===== src/rtl/deci_pkg.sv =====
// Package: shared state encoding and opcode digits for the decimal
// accumulator processor. Assumes digits fit in 4 bits.
package deci_pkg;

    typedef enum logic [2:0] {
        ST_FADDR = 3'd0,
        ST_FDATA = 3'd1,
        ST_DEC   = 3'd2,
        ST_EXEC  = 3'd3,
        ST_WB    = 3'd4,
        ST_HALT  = 3'd5
    } cpu_state_e;

    localparam logic [3:0] OPC_ADD = 4'd1;
    localparam logic [3:0] OPC_SUB = 4'd2;
    localparam logic [3:0] OPC_STA = 4'd3;
    localparam logic [3:0] OPC_LDA = 4'd5;
    localparam logic [3:0] OPC_BRA = 4'd6;
    localparam logic [3:0] OPC_BRZ = 4'd7;
    localparam logic [3:0] OPC_BRP = 4'd8;

    localparam int WORD_IN  = 901;
    localparam int WORD_OUT = 902;

endpackage


===== src/rtl/deci_mem.sv =====
// Module: word store with one synchronous write port and one
// combinational read port. Out-of-range addresses read 0 and drop writes.
module deci_mem #(
    parameter int WORDS = 100,
    parameter int DW    = 10,
    parameter int AW    = 7
) (
    input  logic          clk,
    input  logic          we,
    input  logic [AW-1:0] waddr,
    input  logic [DW-1:0] wdata,
    input  logic [AW-1:0] raddr,
    output logic [DW-1:0] rdata
);
    localparam logic [AW:0] LIM = (AW+1)'(WORDS);

    logic [DW-1:0] store [WORDS];

    // Write one word when enabled and in range.
    always_ff @(posedge clk) begin
        if (we && ({1'b0, waddr} < LIM)) store[waddr] <= wdata;
    end

    // Read the addressed word, or 0 when out of range.
    always_comb begin
        rdata = ({1'b0, raddr} < LIM) ? store[raddr] : '0;
    end
endmodule


===== src/rtl/deci_dec.sv =====
// Module: splits an instruction word into its hundreds digit and its
// address field, and flags the reserved whole-word codes.
module deci_dec #(
    parameter int DW    = 10,
    parameter int AW    = 7,
    parameter int WORDS = 100
) (
    input  logic [DW-1:0] ir,
    output logic [3:0]    op,
    output logic [AW-1:0] addr,
    output logic          is_in,
    output logic          is_out,
    output logic          is_halt
);
    // Digit and field extraction plus reserved-word detection.
    always_comb begin
        op      = 4'(ir / DW'(WORDS));
        addr    = AW'(ir % DW'(WORDS));
        is_in   = (ir == DW'(deci_pkg::WORD_IN));
        is_out  = (ir == DW'(deci_pkg::WORD_OUT));
        is_halt = (ir == '0);
    end
endmodule


===== src/rtl/deci_alu.sv =====
// Module: modulo adder and subtractor for the accumulator. Assumes both
// operands are already below MOD. neg reports a borrow on subtract.
module deci_alu #(
    parameter int DW  = 10,
    parameter int MOD = 1000
) (
    input  logic [DW-1:0] a,
    input  logic [DW-1:0] b,
    input  logic          sub,
    output logic [DW-1:0] y,
    output logic          neg
);
    localparam logic [DW:0] MODX = (DW+1)'(MOD);

    logic [DW:0] sum;
    logic [DW:0] wrapd;

    // Compute the wrapped sum or difference and the borrow.
    always_comb begin
        sum   = {1'b0, a} + {1'b0, b};
        wrapd = {1'b0, a} + MODX - {1'b0, b};
        if (sub) begin
            neg = (a < b);
            y   = neg ? DW'(wrapd) : (a - b);
        end else begin
            neg = 1'b0;
            y   = (sum >= MODX) ? DW'(sum - MODX) : DW'(sum);
        end
    end
endmodule


===== src/rtl/deci_acc_cpu.sv =====
// Module: top of the decimal accumulator processor. A five-state
// sequencer (fetch address, fetch data, decode, execute, writeback) runs
// instructions from an internal store that is loaded only during reset.
// Assumes WORDS is also the decimal split between digit and address.
module deci_acc_cpu #(
    parameter int WORDS = 100,
    parameter int MOD   = 1000
) (
    input  logic                     clk,
    input  logic                     rst_n,
    input  logic                     ld_we,
    input  logic [$clog2(WORDS)-1:0] ld_addr,
    input  logic [$clog2(MOD)-1:0]   ld_data,
    input  logic                     in_valid,
    input  logic [$clog2(MOD)-1:0]   in_data,
    output logic                     in_ready,
    output logic                     out_valid,
    output logic [$clog2(MOD)-1:0]   out_data,
    output logic                     halted
);
    import deci_pkg::*;

    localparam int AW = $clog2(WORDS);
    localparam int DW = $clog2(MOD);
    localparam logic [AW-1:0] PC_LAST = AW'(WORDS - 1);

    cpu_state_e    state_q;
    logic [AW-1:0] pc_q, mar_q;
    logic [DW-1:0] mdr_q, ir_q, acc_q, out_q;
    logic          neg_q, outv_q;

    logic [3:0]    op;
    logic [AW-1:0] addr;
    logic          is_in, is_out, is_halt;
    logic [DW-1:0] mem_rd, alu_y;
    logic          alu_neg;
    logic          mem_we;
    logic [AW-1:0] mem_wa;
    logic [DW-1:0] mem_wd;
    logic [AW-1:0] pc_inc, pc_next;

    deci_mem #(.WORDS(WORDS), .DW(DW), .AW(AW)) u_mem (
        .clk(clk), .we(mem_we), .waddr(mem_wa), .wdata(mem_wd),
        .raddr(mar_q), .rdata(mem_rd)
    );

    deci_dec #(.DW(DW), .AW(AW), .WORDS(WORDS)) u_dec (
        .ir(ir_q), .op(op), .addr(addr),
        .is_in(is_in), .is_out(is_out), .is_halt(is_halt)
    );

    deci_alu #(.DW(DW), .MOD(MOD)) u_alu (
        .a(acc_q), .b(mdr_q), .sub(op == OPC_SUB), .y(alu_y), .neg(alu_neg)
    );

    // Store write source: the load port during reset, otherwise a store.
    always_comb begin
        if (!rst_n) begin
            mem_we = ld_we;
            mem_wa = ld_addr;
            mem_wd = ld_data;
        end else begin
            mem_we = (state_q == ST_WB) && (op == OPC_STA);
            mem_wa = mar_q;
            mem_wd = mdr_q;
        end
    end

    // Next PC: a branch target when taken, otherwise the wrapped increment.
    always_comb begin
        pc_inc = (pc_q == PC_LAST) ? '0 : pc_q + 1'b1;
        unique case (op)
            OPC_BRA: pc_next = addr;
            OPC_BRZ: pc_next = (acc_q == '0) ? addr : pc_inc;
            OPC_BRP: pc_next = (!neg_q) ? addr : pc_inc;
            default: pc_next = pc_inc;
        endcase
    end

    // Sequencer and datapath registers.
    always_ff @(posedge clk) begin
        if (!rst_n) begin
            state_q <= ST_FADDR;
            pc_q    <= '0;
            mar_q   <= '0;
            mdr_q   <= '0;
            ir_q    <= '0;
            acc_q   <= '0;
            neg_q   <= 1'b0;
            outv_q  <= 1'b0;
            out_q   <= '0;
        end else begin
            outv_q <= 1'b0;
            unique case (state_q)
                ST_FADDR: begin
                    mar_q   <= pc_q;
                    state_q <= ST_FDATA;
                end
                ST_FDATA: begin
                    mdr_q   <= mem_rd;
                    ir_q    <= mem_rd;
                    state_q <= ST_DEC;
                end
                ST_DEC: begin
                    if (is_halt) begin
                        state_q <= ST_HALT;
                    end else begin
                        mar_q   <= addr;
                        state_q <= ST_EXEC;
                    end
                end
                ST_EXEC: begin
                    state_q <= ST_WB;
                    if (is_in) begin
                        if (in_valid) begin
                            acc_q <= DW'(in_data % DW'(MOD));
                            neg_q <= 1'b0;
                        end else begin
                            state_q <= ST_EXEC;
                        end
                    end else if (is_out) begin
                        out_q  <= acc_q;
                        outv_q <= 1'b1;
                    end else if (op == OPC_STA) begin
                        mdr_q <= acc_q;
                    end else begin
                        mdr_q <= mem_rd;
                    end
                end
                ST_WB: begin
                    if (op == OPC_ADD || op == OPC_SUB) begin
                        acc_q <= alu_y;
                        neg_q <= alu_neg;
                    end else if (op == OPC_LDA) begin
                        acc_q <= mdr_q;
                        neg_q <= 1'b0;
                    end
                    pc_q    <= pc_next;
                    state_q <= ST_FADDR;
                end
                default: state_q <= ST_HALT;
            endcase
        end
    end

    assign in_ready  = (state_q == ST_EXEC) && is_in;
    assign out_valid = outv_q;
    assign out_data  = out_q;
    assign halted    = (state_q == ST_HALT);
endmodule


===== config.mk =====
export PLATFORM = sky130hd
export DESIGN_NAME = deci_acc_cpu
export DESIGN_NICKNAME = d
export VERILOG_FILES = /design/src/rtl/deci_pkg.sv /design/src/rtl/deci_mem.sv /design/src/rtl/deci_dec.sv /design/src/rtl/deci_alu.sv /design/src/rtl/deci_acc_cpu.sv
export SDC_FILE = /design/constraint.sdc
export NUM_CORES = 1
export LEC_CHECK = 0
export ABC_CLOCK_PERIOD_IN_PS = 3330
export BUFFER_PORTS_ARGS = -buffer_cell sky130_fd_sc_hd__buf_2
export CORE_ASPECT_RATIO = 1.2
export CORE_MARGIN = 1.5
export CORE_UTILIZATION = 57
export DETAILED_ROUTE_END_ITERATION = 12
export PLACE_DENSITY_LB_ADDON = 0.12
export SLEW_MARGIN = 20
export SYNTH_ARGS = -nofsm -noshare
export SYNTH_HDL_FRONTEND = slang
export SYNTH_SLANG_ARGS = --single-unit

===== constraint.sdc =====
create_clock -name clk -period 3.33 [get_ports clk]
set_input_delay 0.666 -clock clk [delete_from_list [all_inputs] [get_ports clk]]
set_output_delay 0.666 -clock clk [all_outputs]
set_load 0.02 [all_outputs]

# After elaboration in Yosys (flattened, before gate mapping)

Memories as Yosys holds them, arrays and structs flattened. A register that Yosys moved wholly into a read port is not among the register bits.
Index checks and enable logic that the tools add are counted.

Register bits: 59
RAM bits: 1000
Input port bits: 31
Output and inout port bits: 13
Logic and storage cells: 99
Memories kept: 1

Memory list:

| memory      | words | bits a word | read ports | clocked after Yosys merged registers in | wr ports | line           | text |
|---|---|---|---|---|---|---|---|
| u_mem.store | 100   | 10          | 1          | 1                                       | 1        | deci_mem.sv:17 | `logic [DW-1:0] store [WORDS];` |

$add $sub $neg: 6
Divide/modulo/power cells: 3
Magnitude comparators: 4
Equal/unequal tests: 21
Multiplexer cells: 37
Bitwise operators: 3
Reductions and logical operators: 15

Operators by type and width:

| operator                                                                | number |
|---|---|
| 10-bit two-way mux                                                      | 12 |
| 7-bit two-way mux                                                       | 7 |
| 10-bit case mux with 2 select lines                                     | 2 |
| 7-bit case mux with 3 select lines                                      | 1 |
| 10-bit equality test, second input constant                             | 2 |
| 10-bit logical NOT                                                      | 2 |
| 10-bit subtractor                                                       | 2 |
| 3-bit case mux with 5 select lines                                      | 1 |
| 7-bit less-than comparator, second input constant                       | 2 |
| 7-bit case mux with 2 select lines                                      | 1 |
| 4-bit by 3-bit equality test with 1-bit output, second input constant   | 3 |
| 10-bit by 10-bit adder with 11-bit output                               | 1 |
| 11-bit by 10-bit >= comparator with 1-bit output, second input constant | 1 |
| 10-bit adder, second input constant                                     | 1 |
| 10-bit by 7-bit divider with 10-bit output, second input constant       | 1 |
| 10-bit less-than comparator                                             | 1 |
| 10-bit by 10-bit modulo with 10-bit output, second input constant       | 1 |
| 10-bit by 7-bit modulo with 10-bit output, second input constant        | 1 |
| 2-bit != test, second input constant                                    | 5 |
| 10-bit subtractor, second input constant                                | 1 |
| 1-bit two-way mux                                                       | 9 |
| 3-bit two-way mux                                                       | 3 |
| 4-bit by 2-bit equality test with 1-bit output, second input constant   | 2 |
| 7-bit by 1-bit adder with 7-bit output, second input constant           | 1 |
| other kinds (17)                                                        | 26 |

# Depth between registers and ports, before layout

Word-level depth: 7
Depth in mapped cells: 15

# Cells and area by module

Synthesis repeated with hierarchy kept, for this count alone.

Cells, all modules: 2628
Area total of the unflattened synthesis: 45341.0 µm²

Modules (own cells, without submodules):

| module       | instances | cells each | area an instance (µm²) |
|---|---|---|---|
| deci_mem     | 1         | 1823       | 39013.7 |
| deci_acc_cpu | 1         | 387        | 3163.0 |
| deci_alu     | 1         | 268        | 1991.9 |
| deci_dec     | 1         | 150        | 1172.4 |

# Worst setup path before layout

OpenSTA, ideal clock, no wires.

Path kind: register to register
From: reg ir_q[5]
To: mem u_mem.store[22][0], enable pin
Data arrival time: 3.125 ns
Slack: -0.171 ns
Cell stages (with the launch flop): 13
Path buffers: 2
Period minus slack after synthesis: 3.501 ns
Cell sequence: dfxtp_1 > buf_6 > o211a_1 > or3_4 > a32oi_2 > a221oi_2 > a21o_1 > o21a_1 > or4_4 > a21oi_4 > nand2_2 > buf_2 > nor2_1

Word-level cells in the longest chain between the ends: 7

RTL lines:

| what                                           | line                | text |
|---|---|---|
| start, declared                                | deci_acc_cpu.sv:29  | `logic [DW-1:0] mdr_q, ir_q, acc_q, out_q;` |
| start signal, assigned                         | deci_acc_cpu.sv:101 | `ir_q <= mem_rd;` |
| 10-bit by 7-bit divider with 10-bit output     | deci_dec.sv:17      | `op = 4'(ir / DW'(WORDS));` |
| 4-bit by 2-bit equality test with 1-bit output | deci_acc_cpu.sv:63  | `mem_we = (state_q == ST_WB) && (op == OPC_STA);` |
| 1-bit logical AND                              | deci_acc_cpu.sv:63  |  |
| 1-bit two-way mux                              | deci_acc_cpu.sv:58  | `if (!rst_n) begin` |
| 1-bit logical AND                              | deci_mem.sv:21      | `if (we && ({1'b0, waddr} < LIM)) store[waddr] <= wdata;` |
| 1-bit two-way mux                              | deci_mem.sv:21      |  |
| 1-bit two-way mux (implied by the code)        | deci_mem.sv:21      |  |
| end, declared                                  | deci_mem.sv:17      |  |

Every way passes these cells.

# Final worst setup path

From: reg ir_q[7]
To: mem u_mem.store[15][8], enable pin

The elaborated chain is that of the path after synthesis.

==> results list <==
- STA classifies the critical path endpoint as a flip-flop.
- Core outline area: a little under 80000 um^2
- Max-cap violations: 0
* Number of synthesized flops with an enable pin: 1000
* Count leader, synth: sky130_fd_sc_hd__edfxtp_1
* Clock tree from TritonCTS: built
- CP Launch Type: flip-flop
- The area growth from synthesis to layout is 19.8%.
- Global routing consumed, over all layers together, approximately 29% of the routing resources.
- Arrival time of the worst setup path: between 3 and 4 ns
- Total clock buffers created by CTS: 101
* Summed instance area of the synthesized netlist: ~45000 um^2
* Deepest level of the CTS H-tree: 3
- Slew at the pin closest to its max-slew limit: 1.03 ns
- Distinct cell type count of the synthesized netlist: 85
- Overall power consumption after layout is estimated at around 0.036 W.
- Smallest setup slack after layout: -0.180 ns
- Initial antenna violation count: 7
- Gate count of the mapped netlist: 2390
- In the finished design, the share of the clock period the worst path needs comes to 105%.
- In the final routed layout, each cell accounts on average for 29.6 um.
* Biggest cell delay along the critical path: about 0.37 ns
- Power per cell area: 675 nW/um^2
- Number of hold violations in the final report: 0
- The critical path crosses 15 cells after its start point.
- Relative slew margins: 31.2%
- Broken down by cell family, the worst path's largest delay share belongs to compound AO/OA/AOI/OAI gates.
- Total grt overflow: 0
* Ranking of synthesized cells by area: sky130_fd_sc_hd__edfxtp_1, sky130_fd_sc_hd__mux4_2, sky130_fd_sc_hd__dfxtp_1
* Wire length of the first global-routing pass: about 170000 um
* Vias in the first global route: 25000
* Clock latency on the worst-skew pair: 0.66 ns
- Run status: finished, violations left
- Hold path depth: 3
- The clock net in this run drives a total of 1066 sinks.
- Routability Congestion: about 0.96
- Placed wire-length estimate: about 73000 um
* Maximum clock rate: 285 MHz
- Total of endpoints with negative setup slack in the final report: between 500 and 600
- After synthesis, the share of flip-flops with an asynchronous set or reset is 0%.
- Routed Antenna Nets: 0
- The biggest area contributor in the post-synthesis netlist is sky130_fd_sc_hd__edfxtp_1.
- Skew final: around 0.016 ns
- Across all layers, the routed design uses around 25000 vias.
* Hold-fix buffers at CTS: 0
- Number of nets in the synthesized netlist: about 2500
- By count the netlist is led by sky130_fd_sc_hd__edfxtp_1, sky130_fd_sc_hd__mux4_2, sky130_fd_sc_hd__nor2_1, sky130_fd_sc_hd__nand2_1, sky130_fd_sc_hd__o21ai_0.
- On the critical path, the stage with the largest delay is an instance of sky130_fd_sc_hd__dfxtp_4.
* Number of synthesized register bits: roughly 1100
* NumNets Final: roughly 2900
- A synthesized cell averages about 19 um^2.
- Buf/Inv on CP: 5
- The critical path goes through buf_6 > nor3b_1 > a311o_1 > a32oi_2 > nand3_2 > o211a_1 > o21a_1 > o41ai_2 > buf_4 > and2b_4 > nand2_4 > clkbuf_16 > buf_12 > nor2_4 > buf_6.
- Total I/O pin count: between 40 and 50
- Maximum number of pins on one net before global-route repair: 101
* CTS clock-pin slew for the worst setup and hold paths: roughly 0.060 ns
* Ys Warns: 0
- The initialized floorplan defines around 110 standard-cell rows.
- Setup total negative slack on the finished layout was measured at -20.34 ns.
* Width of the die: 259 um
* VDD IR-drop max: between 0.5 and 0.6 mV
* Area of all placed cells without fillers: 53500 um^2
* Sequential element share of the synthesized area: a little over two thirds
* Portion of synthesized cell area occupied by the leading cell type: about two thirds
- Setup repair after global routing missed its margin: yes
- The count of final max-slew check failures was 0.
- Wirelength, routed: between 100000 and 150000 um
- Placed Instance Area: roughly 50000 um^2
* Effective utilization at floorplan: a little under three fifths
- The number of cells on the worst reg-to-reg path is 15.
- Bufs on Longest Clock Path: 3
* Clock period minus final worst setup slack: 3.51 ns
* Req. time, crit path: ~3.7 ns
* Average via count per standard cell: between 6 and 7
- Hold is met by between 0.2 and 0.3 ns.
* Number of remaining DRC errors: 0
- DR iter-0 viols: between 2000 and 3000
- The die covers around 80000 um^2.
- Worst setup path class: flip-flop to flip-flop
* Library cell used as clock root buffer: sky130_fd_sc_hd__clkbuf_16
* Largest fanout of any net on the critical path: 6
- By instance count, the cell type seen most on the critical path is sky130_fd_sc_hd__buf_6.
- The final reports fail on negative setup slack.
* Die height: just over 300 um
- The min-delay analysis places its worst path in the category input port to flip-flop.
* Fraction of final layout cells sized beyond drive strength 1: between 30% and 40%
- Summed over all cells, the static leakage comes to around 18 nW.
- Before antenna repair, the detailed router went through 5 iterations.
* Predominant post-synthesis flop cell: sky130_fd_sc_hd__edfxtp_1
* Total of buffers placed on input and output ports: between 40 and 50
-- sequential cells by signal (all words and copies together), names as in the netlist, named ones only --
| register | count |
|---|---|
| mar_q | 7 |
| out_valid | 1 |
| pc_q | 7 |
| neg_q | 1 |
| ir_q | 10 |
| out_data | 10 |
| state_q | 3 |
| acc_q | 10 |
| u_mem.store | 1000 |
| mdr_q | 10 |
-- what timing repair did --
item,CTS,global route
cloned,20,19
pin swaps,5,19
endpoints found under the setup margin,1004,1022
buffers inserted,7,14
resized for setup,163,148
hold endpoints to repair,0,0
-- stage by stage --
step                      utilization [%]  cells  setup WS (ns)
after floorplan                         -   2390         -0.171
after global placement               62.9   3659         -0.374
after detailed placement             62.9   3659         -0.414
after CTS                            68.0   3875        -0.0671
after global routing                 69.0   3908         -0.200
final                                69.0   3909         -0.180
-- kinds of logic (layout without fill, tap and decap cells) --
kind of cell             count (synthesis)  after routing  synth area share, %
XOR/XNOR                                29             29                0.569
AO/OA/AOI/OAI                          265            265                 4.04
flip-flops                            1066           1066                 70.2
multiplexers                           398            398                 17.9
AND/OR/NAND/NOR                        404            404                 4.22
other                                    0              1                    0
adder cells (fa/ha/maj)                 43             43                 1.31
buffers and inverters                  185            677                 1.78
-- worst min-delay path, cell delays in order --
cell	delay, ns
sky130_fd_sc_hd__buf_2	0.10
sky130_fd_sc_hd__nand2_1	0.06
sky130_fd_sc_hd__a31oi_1	0.08
-- area by class of cell --
cell class / count / area [um^2]
Antenna cell: 1 / 2.50
Clock buffer: 135 / 2760
Clock inverter: 54 / 503
Fill cell: 4968 / 24100
Inverter: 54 / 203
Multi-Input combinational cell: 1139 / 13100
Sequential cell: 1066 / 31400
Tap cell: 1026 / 1280
Timing Repair Buffer: 434 / 4290
-- where the power goes --
| part | total [W] | internal, W | switching, W |
|---|---|---|---|
| Combinational | 0.00931 | 0.00413 | 0.00518 |
| Sequential | 0.0155 | 0.0153 | 0.000253 |
| Clock | 0.0113 | 0.00645 | 0.00486 |
| Total | 0.0361 | 0.0258 | 0.0103 |
-- placed cells by master (no fill, tap or decap), drive strengths merged, types with 6 or more instances in the layout --
master,count
nor2b,37
inv,54
nor2,162
a21o,8
mux2i,66
buf,430
dfxtp,66
fa,6
o211ai,10
clkinvlp,6
o21a,6
and2,6
or3,8
nand2,88
a21oi,49
edfxtp,1000
a31oi,15
nand3b,6
nand2b,14
a2111oi,6
nor3,25
o211a,7
bufinv,8
clkbuf,139
mux2,12
o21ai,84
and3,8
nand3,28
ha,37
clkinv,40
a211oi,7
xnor2,18
mux4,320
o31ai,9
xor2,11
-- worst paths after layout --
| kind | from | end | slack, ns |
|---|---|---|---|
| min reg2reg | out_data[6] | out_data[6] | 0.52 |
| max reg2reg | ir_q[7] | u_mem.store[15][8] | -0.18 |
| max | ir_q[7] | u_mem.store[15][8] | -0.18 |
| min | in_data[0] | acc_q[0] | 0.28 |
-- routing by layer --
| layer | wire [um] | global-route usage, % | vias to the layer above |
|---|---|---|---|
| li1 | - | - | 10600 |
| met4 | 3570 | 9.02 | 2 |
| met5 | 13 | 0 | - |
| met2 | 58900 | 49.6 | 1074 |
| met1 | 44800 | 39.5 | 13100 |
| met3 | 8300 | 4.62 | 181 |
Power figures use the tool's default switching activity.
